**src/rtl/tap_reorder_pkg.sv**
```systemverilog
package tap_reorder_pkg;

   localparam int MODE_BITREV16 = 0;
   localparam int MODE_MIRROR8  = 1;

   function automatic int frame_len(input int mode);
      return (mode == MODE_BITREV16) ? 16 : 8;
   endfunction

   // source index within a frame for output slot j
   function automatic int slot_src(input int mode, input int j);
      if (mode == MODE_BITREV16)
         return ((j & 1) << 3) | ((j & 2) << 1) | ((j & 4) >> 1) | ((j & 8) >> 3);
      return 7 - j;
   endfunction

   // smallest latency keeping every read delay non-negative
   function automatic int base_latency(input int mode);
      int lat = 0;
      for (int j = 0; j < frame_len(mode); j++)
         if (slot_src(mode, j) - j > lat) lat = slot_src(mode, j) - j;
      return lat;
   endfunction

   // read delay used when the phase counter equals c
   function automatic int tap_delay(input int mode, input int c);
      int n = frame_len(mode);
      int l = base_latency(mode);
      int j = (c + n - (l % n)) % n;
      return l + j - slot_src(mode, j);
   endfunction

   function automatic int max_delay(input int mode);
      int m = 0;
      for (int c = 0; c < frame_len(mode); c++)
         if (tap_delay(mode, c) > m) m = tap_delay(mode, c);
      return m;
   endfunction

endpackage

```
**src/rtl/tap_chain_seg.sv**
```systemverilog
module tap_chain_seg #(
   parameter int W     = 16,
   parameter int DEPTH = 16
) (
   input  logic                      clk,
   input  logic                      en,
   input  logic [W-1:0]              din,
   output logic [DEPTH-1:0][W-1:0]   taps
);
   initial assert (DEPTH >= 2 && W >= 1) else $error("tap_chain_seg: bad geometry");

   always_ff @(posedge clk) begin
      if (en) taps <= {taps[DEPTH-2:0], din};
   end
endmodule

```
**src/rtl/tap_phase_gen.sv**
```systemverilog
module tap_phase_gen
   import tap_reorder_pkg::*;
#(
   parameter int MODE  = MODE_BITREV16,
   parameter int TAPS  = 33,
   parameter int TAP_W = 6
) (
   input  logic             clk,
   input  logic             rst,
   input  logic             en,
   output logic [TAP_W-1:0] tap
);
   localparam int N     = frame_len(MODE);
   localparam int CNT_W = $clog2(N);

   logic [CNT_W-1:0] cnt;
   logic [TAP_W-1:0] rom [N];

   for (genvar gi = 0; gi < N; gi++) begin : g_rom
      assign rom[gi] = TAP_W'(tap_delay(MODE, gi));
   end

   always_ff @(posedge clk) begin
      if (rst)                          cnt <= '0;
      else if (en && cnt == CNT_W'(N-1)) cnt <= '0;
      else if (en)                      cnt <= cnt + 1'b1;
   end

   assign tap = rom[cnt];

   // phase wraps straight into the next frame
   a_r8_phase_wrap: assert property (@(posedge clk) disable iff (rst)
      (en && cnt == CNT_W'(N-1)) |=> (cnt == '0));
   // every addressed tap exists in the chain
   a_r5_tap_in_chain: assert property (@(posedge clk) disable iff (rst)
      int'(tap) < TAPS);
endmodule

```
**src/rtl/tap_select.sv**
```systemverilog
module tap_select #(
   parameter int W     = 16,
   parameter int TAPS  = 33,
   parameter int TAP_W = 6
) (
   input  logic [TAPS-1:0][W-1:0] taps,
   input  logic [TAP_W-1:0]       tap,
   output logic [W-1:0]           sel
);
   always_comb begin
      sel = '0;
      if (int'(tap) < TAPS) sel = taps[tap];
   end
endmodule

```
**src/rtl/tap_reorder.sv**
```systemverilog
module tap_reorder
   import tap_reorder_pkg::*;
#(
   parameter int DATA_W    = 16,
   parameter int MODE      = MODE_BITREV16,
   parameter int SEG_DEPTH = 16,
   parameter int NUM_SEG   = (MODE == MODE_BITREV16) ? 2 : 1
) (
   input  logic              clk,
   input  logic              rst,
   input  logic              in_valid,
   input  logic [DATA_W-1:0] in_data,
   output logic              out_valid,
   output logic [DATA_W-1:0] out_data
);
   localparam int CHAIN  = NUM_SEG * SEG_DEPTH;
   localparam int TAPS   = CHAIN + 1;
   localparam int TAP_W  = $clog2(TAPS);
   localparam int LAT    = base_latency(MODE);
   localparam int FILL_W = $clog2(LAT + 2);

   initial begin
      assert (MODE == MODE_BITREV16 || MODE == MODE_MIRROR8) else $error("tap_reorder: MODE");
      assert (DATA_W >= 1) else $error("tap_reorder: DATA_W");
      assert (max_delay(MODE) <= CHAIN) else $error("tap_reorder: chain too short");
   end

   logic [NUM_SEG-1:0][SEG_DEPTH-1:0][DATA_W-1:0] seg_taps;
   logic [TAPS-1:0][DATA_W-1:0]                   all_taps;
   logic [TAP_W-1:0]                              tap;
   logic [DATA_W-1:0]                             picked;
   logic [FILL_W-1:0]                             fill_q;
   logic                                          primed;

   for (genvar s = 0; s < NUM_SEG; s++) begin : g_seg
      logic [DATA_W-1:0] seg_in;
      if (s == 0) begin : g_head
         assign seg_in = in_data;
      end else begin : g_link
         assign seg_in = seg_taps[s-1][SEG_DEPTH-1];
      end
      tap_chain_seg #(.W(DATA_W), .DEPTH(SEG_DEPTH)) u_seg (
         .clk (clk), .en (in_valid), .din (seg_in), .taps (seg_taps[s]));
   end

   // tap 0 is the sample arriving now, tap d is d accepted samples back
   assign all_taps = {seg_taps, in_data};

   tap_phase_gen #(.MODE(MODE), .TAPS(TAPS), .TAP_W(TAP_W)) u_phase (
      .clk (clk), .rst (rst), .en (in_valid), .tap (tap));

   tap_select #(.W(DATA_W), .TAPS(TAPS), .TAP_W(TAP_W)) u_sel (
      .taps (all_taps), .tap (tap), .sel (picked));

   assign primed = (fill_q == FILL_W'(LAT));

   always_ff @(posedge clk) begin
      if (rst) begin
         fill_q    <= '0;
         out_valid <= 1'b0;
         out_data  <= '0;
      end else begin
         out_valid <= in_valid && primed;
         if (in_valid && !primed) fill_q <= fill_q + 1'b1;
         if (in_valid && primed)  out_data <= picked;
      end
   end

   a_r1_reset_quiet: assert property (@(posedge clk) disable iff (rst)
      $past(rst) |-> (!out_valid && out_data == '0));
   a_r3_valid_follows: assert property (@(posedge clk) disable iff (rst)
      out_valid |-> $past(in_valid));
   a_r4_gap_holds: assert property (@(posedge clk) disable iff (rst)
      !in_valid |=> (!out_valid && $stable(out_data)));
endmodule

```
**config.mk**
```make
export PLATFORM = sky130hd
export DESIGN_NAME = tap_reorder
export DESIGN_NICKNAME = d
export VERILOG_FILES = /design/src/rtl/tap_reorder_pkg.sv /design/src/rtl/tap_chain_seg.sv /design/src/rtl/tap_phase_gen.sv /design/src/rtl/tap_select.sv /design/src/rtl/tap_reorder.sv
export SDC_FILE = /design/constraint.sdc
export NUM_CORES = 1
export LEC_CHECK = 0
export BUFFER_PORTS_ARGS = -buffer_cell sky130_fd_sc_hd__buf_4
export CORE_MARGIN = 8
export CORE_UTILIZATION = 27
export DETAILED_ROUTE_END_ITERATION = 10
export GPL_TIMING_DRIVEN = 0
export PLACE_DENSITY_LB_ADDON = 0.15
export SLEW_MARGIN = 10
export SYNTH_ARGS = -nofsm -noshare
export SYNTH_HDL_FRONTEND = slang
export SYNTH_SLANG_ARGS = --single-unit
export TNS_END_PERCENT = 50
```
**constraint.sdc**
```tcl
create_clock -name clk -period 4.79 [get_ports clk]
set_input_delay 0.7185 -clock clk [delete_from_list [all_inputs] [get_ports clk]]
set_output_delay 0.7185 -clock clk [all_outputs]
set_load 0.01 [all_outputs]
```
; Yosys cells after proc, flatten, opt, wreduce, memory -nomap -nowiden
; Memories as Yosys holds them, arrays and structs flattened.
; Cells that the tools add are included.
[totals]
input_bits = 19
output_inout_bits = 17
wordCells = 55
reg_bits = 537
mem_bits_ro = 96
mem_count = 1
[classes]
bitwise_logic = 1
reduce_logical = 5
magnitude_cmp = 3
n_eq_ne = 2
addsub = 2
muxes = 5
[memory_table]
columns = memory, words, word_bits, read_ports, rd_ports_with_merged_regs, wr, line
row1 = (name not given), 16, 6, 1, 0, 0, tap_phase_gen.sv:29  ; assign tap = rom[cnt];
[op_table]
columns = operator, count
row1 = binary-select mux 16 bit (select 6 bit), 1
row2 = 2-to-1 mux 16 bit, 2
row3 = 2-to-1 mux 6 bit, 2
row4 = "adder 4 x 1 -> 4 bit, second input constant", 2
row5 = "== test 4 bit, second input constant", 2
row6 = "less-than comparator 6 x 7 -> 1 bit, second input constant", 1
row7 = "less-than comparator 6 bit, second input constant", 1
row8 = "greater-or-equal comparator 5 bit, second input constant", 1
row9 = NOT 4 -> 5 bit, 1
row10 = logical AND 1 bit, 3
row11 = OR reduction 2 bit, 1
row12 = logical NOT 1 bit, 1

; Longest topological paths before layout
; Gate-level depths: netlist (run 1).
[depth]
ltp_word = 7
ltp_mapped = 12
ltp_nobuf = 9

; Cells and area by module
; From an unflattened synthesis (run 1), not the netlist that was laid out.
[hier_totals]
hier_cells = 1044
area_unflattened_um2 = 21051.4
[by_module_without_submodules]
columns = module, instances, seq_area_each_um2, area_each_um2, cells_per_inst
row1 = tap_chain_seg, 2, 7687.4, 7687.4, 256
row2 = tap_select, 1, 0.0, 4450.5, 395
row3 = tap_reorder, 1, 420.4, 845.8, 94
row4 = tap_phase_gen, 1, 80.1, 380.4, 43

; Least setup slack after synthesis (run 1)
; OpenSTA, ideal clock, no wires.
[synth_timing]
path_kind = register -> register
startpoint = reg u_phase.cnt[0]
endpoint = reg out_data[10]
arrival_time_ns = 2.249
setup_slack_ns = 2.416
synth_period_minus_slack_ns = 2.374
n_path_buf = 2
path_stages_with_launch = 12
setup_time_ns = 0.125
required_ns = 4.665
cell_sequence = dfxtp_1 -> inv_1 -> ha_1 -> mux2_4 -> mux2_2 -> buf_4 -> buf_6 -> mux2i_1 -> mux2i_1 -> a32o_1 -> o31ai_1 -> a31oi_1
[synth_via]
elab_chain_len = 7
word_cells_on_any_way = 8
cone_classes = 1 x order compare / 5 x mux / 1 x bitwise / 1 x memory
[synth_lines]
columns = item, line
row1 = from (decl), tap_phase_gen.sv:16  ; logic [CNT_W-1:0] cnt;
row2 = from (signal assigned), tap_phase_gen.sv:26  ; else if (en) cnt <= cnt + 1'b1;
row3 = NOT 4 -> 5 bit (not written as such) *, tap_phase_gen.sv:29
row4 = memory read (16 x 6 bit) *, n/a
row5 = 2-to-1 mux 6 bit (not written as such) * (2 in a row), tap_phase_gen.sv:29
row6 = binary-select mux 16 bit (select 6 bit), tap_select.sv:12  ; if (int'(tap) < TAPS) sel = taps[tap];
row7 = 2-to-1 mux 16 bit (not written as such), tap_select.sv:12
row8 = 2-to-1 mux 16 bit *, tap_select.sv:12
row9 = to (signal assigned), tap_reorder.sv:65  ; if (in_valid && primed) out_data <= picked;
row10 = to (decl), tap_reorder.sv:14  ; output logic [DATA_W-1:0] out_data
; Every way passes the cells marked *; elsewhere a longest branch is shown, timed or not. The select of a mux whose other input is x is not followed.
; A chain may end at the register's enable or synchronous reset.

; Worst setup path after layout (run 1)
[layout_timing]
startpoint = in in_valid
endpoint = reg out_data[15]
[layout_via]
elab_chain_len = 1
[layout_lines]
columns = item, line
row1 = from (decl), tap_reorder.sv:11  ; input logic in_valid,
row2 = logical AND 1 bit, tap_reorder.sv:65
; No other way between the ends.

==> flow_summary.json, run 1 <==
{
  "antenna_cells": 0,
  "crit_start": "in_valid",
  "setup_viol": 0,
  "reg2reg_from": "u_phase.cnt[0]$_SDFFE_PP0P_",
  "grt_overflow_total": 0,
  "cts-root-buf": "clkbuf_16",
  "ctsHoldBuffers": 0,
  "layout-drive-gt1-share_pct": 15.4,
  "postCtsSetupRepairBufs": 0,
  "hold_violations": 0,
  "avgSynthCellArea_um2": 15.2,
  "grt_pass1_vias": 11800,
  "drt_iter0_drc": 1038,
  "route.detailed.drc": 0,
  "ys_types": 59,
  "cp-start-kind": "input port",
  "area_growth_pct": 17.5,
  "synth-edff-count": 496,
  "period_share_pct": 74.4,
  "fin_ws_ps": 1230,
  "critPathCaptureType": "flip-flop",
  "cts_buffer_depth": 3,
  "synthesis.nets": 1397,
  "ir_worst_vdd_uv": 278,
  "layout_commonest_cell": "edfxtp_1",
  "worstSetupPathType": "input port to flip-flop",
  "start_util_pct": 27.1,
  "leakage_uw": 0.00847,
  "insertion_delay_ps": 620,
  "maxClockFrequency_ghz": 0.281,
  "io_pins": 36,
  "rows": 102,
  "drv_cap": 0,
  "tritoncts": "yes",
  "synthDominantCellAreaShare_pct": 71.5,
  "fin_tns_setup_ps": 0,
  "timing.hold.worst.class": "input port to flip-flop",
  "yosys_warnings": 0,
  "syn_inst": 1370,
  "nets": 1495,
  "path_max_fanout": 90,
  "min-delay-start": "in_data[5]",
  "ys.flop_type": "edfxtp_1",
  "critical_path_required_ps": 5260,
  "whs_ps": 279,
  "maxSlewViolCount": 0,
  "slew_headroom_pct": 28.9,
  "drt_wl_total_mm": 52.3,
  "yosysSeqAreaShare_pct": 73.9,
  "via_per_inst": 4.59,
  "cts_made_buffers": 56,
  "skew_ps": 25.5,
  "instances_no_fill": 2556,
  "htreeDepth": 2,
  "ys_top_cells_by_area": "edfxtp_1, nand2_1, nand3_1",
  "grt.total_usage_pct": 11.8,
  "async_flop_share_pct": 0,
  "post-place-ws_ps": 575,
  "final.fill_count": 7611,
  "syn_area_um2": 20800,
  "rrSetupSlack_ps": 1490,
  "cts_sinks": 521,
  "synth-seq-cells": 521,
  "die-area_um2": 86300,
  "p_per_area_nw_per_um2": 445,
  "antenna_found_initial": 0,
  "wl_per_cell_um": 20.4,
  "via_count": 11700,
  "clk_pin_slew_ps": 60,
  "status": "finished clean",
  "die_width_um": 294,
  "drtPass1Iterations": 5,
  "dp_cells": 2450,
  "die_height_um": 294,
  "drtAntennaViolNets": 0,
  "port_buffers": 35,
  "mostFrequentLayoutCells": "edfxtp_1, nand2_1, nand3_1",
  "worstMarginPinSlew_ps": 1060,
  "globalplace.congestion": 0.760,
  "rsz0062_at_grt": "false",
  "yosys.area.top_type": "edfxtp_1",
  "period_minus_slack_ps": 3560,
  "worstPathArrival_ps": 4030,
  "grt_max_degree": 114,
  "core_area_um2": 77000,
  "grt_pass1_wl_mm": 77.3,
  "hpwl_mm": 35.8,
  "ctsResizeCount": 0
}
-- worst paths after layout --
check,end,cells after the start
max,out_data[15]$_SDFFE_PP0P_,9
min,g_seg[0].u_seg.taps[5]$_DFFE_PP_,1
max reg2reg,out_data[5]$_SDFFE_PP0P_,10
min reg2reg,g_seg[0].u_seg.taps[194]$_DFFE_PP_,0
-- critical path, cell delays in order --
cell and delay, ps:
buf_8 270, buf_16 370, buf_2 310, and4b_1 260, clkbuf_1 520, o21ai_1 560
clkbuf_1 380, a21oi_1 390, a31oi_1 160
-- through the flow --
stage	power [uW]	cell area (um2)	utilization [%]
after detailed placement	6380	22500	29.3
after CTS	11000	24500	31.8
final	10900	24500	31.8
after global placement	6390	22400	29.1
after global routing	11300	24500	31.8
after floorplan	5960	20800	-
-- cell usage after synthesis, types with 9 or more instances --
library cell,instances
a211oi_1,15
a21oi_1,17
a311oi_1,13
a31oi_1,21
a32o_1,12
a32oi_1,23
and3_1,37
buf_2,43
buf_4,12
buf_6,9
clkbuf_1,16
dfxtp_1,25
edfxtp_1,496
mux2i_1,44
mux4_1,15
mux4_2,16
nand2_1,264
nand3_1,129
nor2_1,66
o21ai_0,21
o31ai_1,12
-- metal layers --
| layer | vias up | global-route usage, % | part of all wire [%] |
|---|---|---|---|
| li1 | 5457 | - | - |
| met4 | 0 | 4.33 | 2.9 |
| met3 | 80 | 1.91 | 4.3 |
| met1 | 5921 | 16.3 | 46 |
| met5 | - | 0 | 0 |
| met2 | 262 | 18.7 | 46 |
-- cells by family (layout without fill, tap and decap cells) --
kind of cell	Yosys count	count (layout)	share of synthesized area, %
compound gates	152	152	5.58
xor+xnor	6	6	0.252
fa+ha+maj	8	8	0.481
buf+inv	90	236	2.66
flops	521	521	73.9
mux	81	81	6.21
simple gates	512	512	10.9
-- cell type report --
class	count	area [um2]	area share, %
Sequential cell	521	15400	62.9
Multi-Input combinational cell	759	4880	19.9
Buffer	84	531	2.17
Tap cell	1040	1300	5.32
Clock inverter	30	398	1.63
Timing Repair Buffer	40	408	1.67
Inverter	6	22.5	0.0920
Clock buffer	76	1550	6.32
-- registers in the layout, summed over array words and instances, names as in the netlist --
register          cells
g_seg.u_seg.taps    496
out_data             16
fill_q                4
u_phase.cnt           4
out_valid             1
-- power breakdown --
part           total [uW]  switching [uW]  internal (uW)  leakage (uW)
Clock                4620            1870           2750      0.000952
Combinational         872             572            300       0.00246
Sequential           5400             120           5280       0.00506
Total               10900            2560           8330       0.00847
Power figures use the tool's default switching activity.
==> run 2: changes to the inputs <==
==> constraint.sdc (replaced) <==
create_clock -name clk -period 3.45 [get_ports clk]
set_input_delay 0.5175 -clock clk [delete_from_list [all_inputs] [get_ports clk]]
set_output_delay 0.5175 -clock clk [all_outputs]
set_load 0.01 [all_outputs]
==> flow_summary.json, run 2 (synthesis gave the netlist of run 1 again) <==
{
  "status": "finished clean",
  "drtPass1Iterations": 5,
  "maxClockFrequency_ghz": 0.301,
  "seq_power_share_pct": 49.6,
  "drt_wl_total_mm": 52.2,
  "setup_viol": 0,
  "top_regs": "g_seg.u_seg.taps: 496 flops, out_data: 16 flops",
  "cts_made_buffers": 56,
  "die_height_um": 294,
  "tritoncts": "yes",
  "rsz0062_at_grt": "true",
  "worstPathArrival_ps": 3790,
  "via_per_inst": 4.57,
  "critPathCaptureType": "flip-flop",
  "start_util_pct": 27.1,
  "worstMarginPinSlew_ps": 1050,
  "largest_register_ffs": 496,
  "hold_violations": 0,
  "die-area_um2": 86300,
  "ir_worst_vdd_uv": 387,
  "p_int_uw": 11600,
  "clk_pin_slew_ps": 60,
  "switchingPower_uw": 3550,
  "timing.hold.worst.class": "input port to flip-flop",
  "insertion_delay_ps": 620,
  "nets": 1495,
  "globalplace.congestion": 0.760,
  "critical_path_required_ps": 3920,
  "power_uw": 15100,
  "skew_ps": 26.7,
  "drtAntennaViolNets": 0,
  "via_count": 11700,
  "globalRouteMet3Util_pct": 1.91,
  "period_minus_slack_ps": 3320,
  "critical_path.max_stage_delay_ps": 550,
  "cp_common_cell": "clkbuf_1",
  "wl_per_cell_um": 20.4,
  "leakage_uw": 0.00847,
  "cts_buffer_depth": 3,
  "route.detailed.drc": 0,
  "fin_ws_ps": 131,
  "ctsHoldBuffers": 0,
  "cts-root-buf": "clkbuf_16",
  "cts_sinks": 521,
  "grt_pass1_vias": 11800,
  "worstSetupPathType": "input port to flip-flop",
  "grt_pass1_wl_mm": 77.3,
  "layout-drive-gt1-share_pct": 15.6,
  "mostFrequentLayoutCells": "edfxtp_1, nand2_1, nand3_1",
  "grt.total_usage_pct": 11.8,
  "swShare_pct": 23.5,
  "die_width_um": 294,
  "period_share_pct": 96.2,
  "path_cells": "buf_8 -> buf_16 -> buf_2 -> and4b_1 -> clkbuf_1 -> o21ai_1 -> clkbuf_1 -> a21oi_1 -> a31oi_1",
  "cp_slowest_cell": "o21ai_1",
  "maxSlewViolCount": 0,
  "grt_overflow_total": 0,
  "area_growth_pct": 17.6,
  "core_area_um2": 77000,
  "io_pins": 36,
  "slew_headroom_pct": 29.7,
  "p_clk_share_pct": 42.4,
  "antenna_found_initial": 0,
  "largest-register": "g_seg.u_seg.taps",
  "post-place-ws_ps": -564,
  "grt_max_degree": 114,
  "cp_top_family": "buffers and inverters",
  "drv_cap": 0,
  "top_usage_layer": "met2",
  "hpwl_mm": 35.8,
  "critPathBufInv": 5,
  "path_max_fanout": 90,
  "antenna_cells": 0,
  "drt_iter0_drc": 1005,
  "grt.met1_usage_pct": 16.3,
  "layout_commonest_cell": "edfxtp_1",
  "rows": 102,
  "comb_power_share_pct": 8.0,
  "htreeDepth": 2,
  "ctsResizeCount": 0,
  "postCtsSetupRepairBufs": 0,
  "use_met2_pct": 18.7,
  "p_per_area_nw_per_um2": 617,
  "port_buffers": 35,
  "cp-start-kind": "input port"
}
## run 2: path summary, 6_finish.rpt
path	from	endpoint	slack [ps]	cells after the start
setup reg to reg	u_phase.cnt[0]$_SDFFE_PP0P_	out_data[15]$_SDFFE_PP0P_	130	9
hold / removal	in_data[5]	g_seg[0].u_seg.taps[5]$_DFFE_PP_	80	1
hold reg to reg	g_seg[0].u_seg.taps[178]$_DFFE_PP_	g_seg[0].u_seg.taps[194]$_DFFE_PP_	430	0
setup / recovery	in_valid	out_data[15]$_SDFFE_PP0P_	130	9
## run 2: power by group through the flow
stage | Combinational [uW] | Sequential, uW | Clock, uW
finish | 1210 | 7490 | 6410
global route | 1320 | 7530 | 6810
floorplan | 720 | 7560 | 0
CTS | 1240 | 7500 | 6570
detailed placement | 1230 | 7630 | 0
global placement | 1210 | 7660 | 0
## run 2: cell type report
type	count	area, um2
flip-flops and latches	521	15400
clock buffers	76	1550
inverters	6	22.5
repair buffers	40	408
clock inverters	30	398
multi-input cells	759	4890
plain buffers	84	531
well taps	1040	1300
fillers	7613	52500
## run 2: routing by layer
metal,vias up,part of all wire (%)
met4,0,2.9
met1,5882,47
met2,256,46
li1,5455,-
met3,80,4.2
met5,-,0
## run 2: metrics by stage
step	TNS (ps)	area [um2]	utilization [%]	std cells	hold WS, ps
finish	0	24500	31.8	2556	75.7
global route	-15.7	24500	31.8	2556	40.2
CTS	0	24500	31.8	2556	27.7
detailed placement	-6810	22500	29.3	2450	424
global placement	-1203330	22400	29.1	2445	419
floorplan	0	20800	-	1370	417
==> run 3: changes to the inputs <==
--- a/config.mk
+++ b/config.mk
@@ -8,6 +8,7 @@
 export BUFFER_PORTS_ARGS = -buffer_cell sky130_fd_sc_hd__buf_4
 export CORE_MARGIN = 8
 export CORE_UTILIZATION = 27
+export CTS_BUF_LIST = sky130_fd_sc_hd__clkbuf_4 sky130_fd_sc_hd__clkbuf_8 sky130_fd_sc_hd__clkbuf_16
 export DETAILED_ROUTE_END_ITERATION = 10
 export GPL_TIMING_DRIVEN = 0
 export PLACE_DENSITY_LB_ADDON = 0.15
==> flow_summary.json, run 3 (synthesis gave the netlist of run 1 again) <==
{
  "status": "finished clean",
  "path_cells": "buf_8 -> buf_16 -> buf_2 -> and4b_1 -> clkbuf_1 -> o21ai_1 -> clkbuf_1 -> a21oi_1 -> a31oi_1",
  "core_area_um2": 77000,
  "insertion_delay_ps": 620,
  "hpwl_mm": 35.8,
  "drt_iter0_drc": 1010,
  "ctsHoldBuffers": 0,
  "mostFrequentLayoutCells": "edfxtp_1, nand2_1, nand3_1",
  "period_share_pct": 96.1,
  "rows": 102,
  "timing.hold.worst.class": "input port to flip-flop",
  "swShare_pct": 23.4,
  "ir_worst_vdd_uv": 387,
  "hold_violations": 0,
  "cts-root-buf": "clkbuf_16",
  "p_clk_share_pct": 42.8,
  "globalplace.congestion": 0.760,
  "critical_path.max_stage_delay_ps": 560,
  "clk_pin_slew_ps": 60,
  "nets": 1495,
  "maxSlewViolCount": 0,
  "wl_per_cell_um": 20.5,
  "p_per_area_nw_per_um2": 621,
  "grt_max_degree": 114,
  "drtAntennaViolNets": 0,
  "cp_slowest_cell": "o21ai_1",
  "layout-drive-gt1-share_pct": 16.4,
  "die_height_um": 294,
  "fin_ws_ps": 134,
  "grt.total_usage_pct": 11.8,
  "worstSetupPathType": "input port to flip-flop",
  "switchingPower_uw": 3560,
  "tritoncts": "yes",
  "die-area_um2": 86300,
  "path_max_fanout": 90,
  "antenna_found_initial": 0,
  "slew_headroom_pct": 28.8,
  "comb_power_share_pct": 8.0,
  "maxClockFrequency_ghz": 0.302,
  "post-place-ws_ps": -564,
  "drv_cap": 0,
  "top_regs": "g_seg.u_seg.taps: 496 flops, out_data: 16 flops",
  "grt_pass1_wl_mm": 77.3,
  "cts_buffer_depth": 3,
  "htreeDepth": 2,
  "leakage_uw": 0.00852,
  "drtPass1Iterations": 5,
  "via_count": 11700,
  "largest-register": "g_seg.u_seg.taps",
  "port_buffers": 35,
  "power_uw": 15200,
  "rsz0062_at_grt": "true",
  "via_per_inst": 4.57,
  "drt_wl_total_mm": 52.3,
  "skew_ps": 26.1,
  "die_width_um": 294,
  "io_pins": 36,
  "worstMarginPinSlew_ps": 1060,
  "p_int_uw": 11700,
  "grt_pass1_vias": 11800,
  "cp_common_cell": "clkbuf_1",
  "critPathBufInv": 5,
  "cts_made_buffers": 56,
  "critPathCaptureType": "flip-flop",
  "cp_top_family": "buffers and inverters",
  "cts_sinks": 521,
  "largest_register_ffs": 496,
  "antenna_cells": 0,
  "worstPathArrival_ps": 3810,
  "setup_viol": 0,
  "fin_util_pct": 31.9,
  "layout_commonest_cell": "edfxtp_1",
  "critical_path_required_ps": 3940,
  "grt_overflow_total": 0,
  "cp-start-kind": "input port",
  "period_minus_slack_ps": 3320,
  "start_util_pct": 27.1,
  "area_growth_pct": 17.8,
  "route.detailed.drc": 0,
  "seq_power_share_pct": 49.2
}
run 3: repair_timing:
action	in CTS	in global routing
endpoints found under the setup margin	0	3
gates resized for setup	0	3
setup buffers	0	0
endpoints found under the hold margin	0	0
run 3: final timing paths:
check | startpoint | endpoint | slack (ps) | cells past startpoint
max | in_valid | out_data[12]$_SDFFE_PP0P_ | 130 | 9
min | in_data[5] | g_seg[0].u_seg.taps[5]$_DFFE_PP_ | 80 | 1
max reg2reg | u_phase.cnt[0]$_SDFFE_PP0P_ | out_data[12]$_SDFFE_PP0P_ | 160 | 9
min reg2reg | g_seg[0].u_seg.taps[178]$_DFFE_PP_ | g_seg[0].u_seg.taps[194]$_DFFE_PP_ | 430 | 0
run 3: power by group through the flow:
stage | clock [uW] | combinational, uW | sequential (uW)
after floorplan | 0 | 720 | 7560
after global placement | 0 | 1210 | 7660
after detailed placement | 0 | 1230 | 7630
after CTS | 6680 | 1240 | 7500
after global routing | 6910 | 1320 | 7530
final | 6520 | 1210 | 7490
run 3: layout make-up:
cell class / count / area [um2]
sequential: 521 / 15400
clock inverter: 30 / 398
fill: 7607 / 52400
inverter: 6 / 22.5
buffer: 84 / 531
clock buffer: 76 / 1600
timing repair buffer: 40 / 408
multi-input combinational: 759 / 4890
tap: 1040 / 1300
run 3: worst reg2reg max path: stages (launching register included):
cell     delay, ps
dfxtp_1        470
inv_1          150
ha_1           340
mux2_4         300
mux2i_4        400
buf_4          300
buf_2          340
mux4_2         370
a21oi_1        360
a31oi_1        150
run 3: per-layer routing:
metal,vias up,share of wire [%],GRT usage [%]
met5,-,0,0
met4,0,2.9,4.33
met3,81,4.1,1.91
met2,251,46,18.7
met1,5889,47,16.3
li1,5459,-,-
run 3: per-stage QoR:
step | hold WS, ps | area (um2) | instances | setup TNS [ps]
after CTS | 27.7 | 24500 | 2556 | 0
after global routing | 40.2 | 24500 | 2556 | -15.7
after global placement | 419 | 22400 | 2445 | -1203330
after detailed placement | 424 | 22500 | 2450 | -6810
after floorplan | 417 | 20800 | 1370 | 0
final | 75.5 | 24500 | 2556 | 0
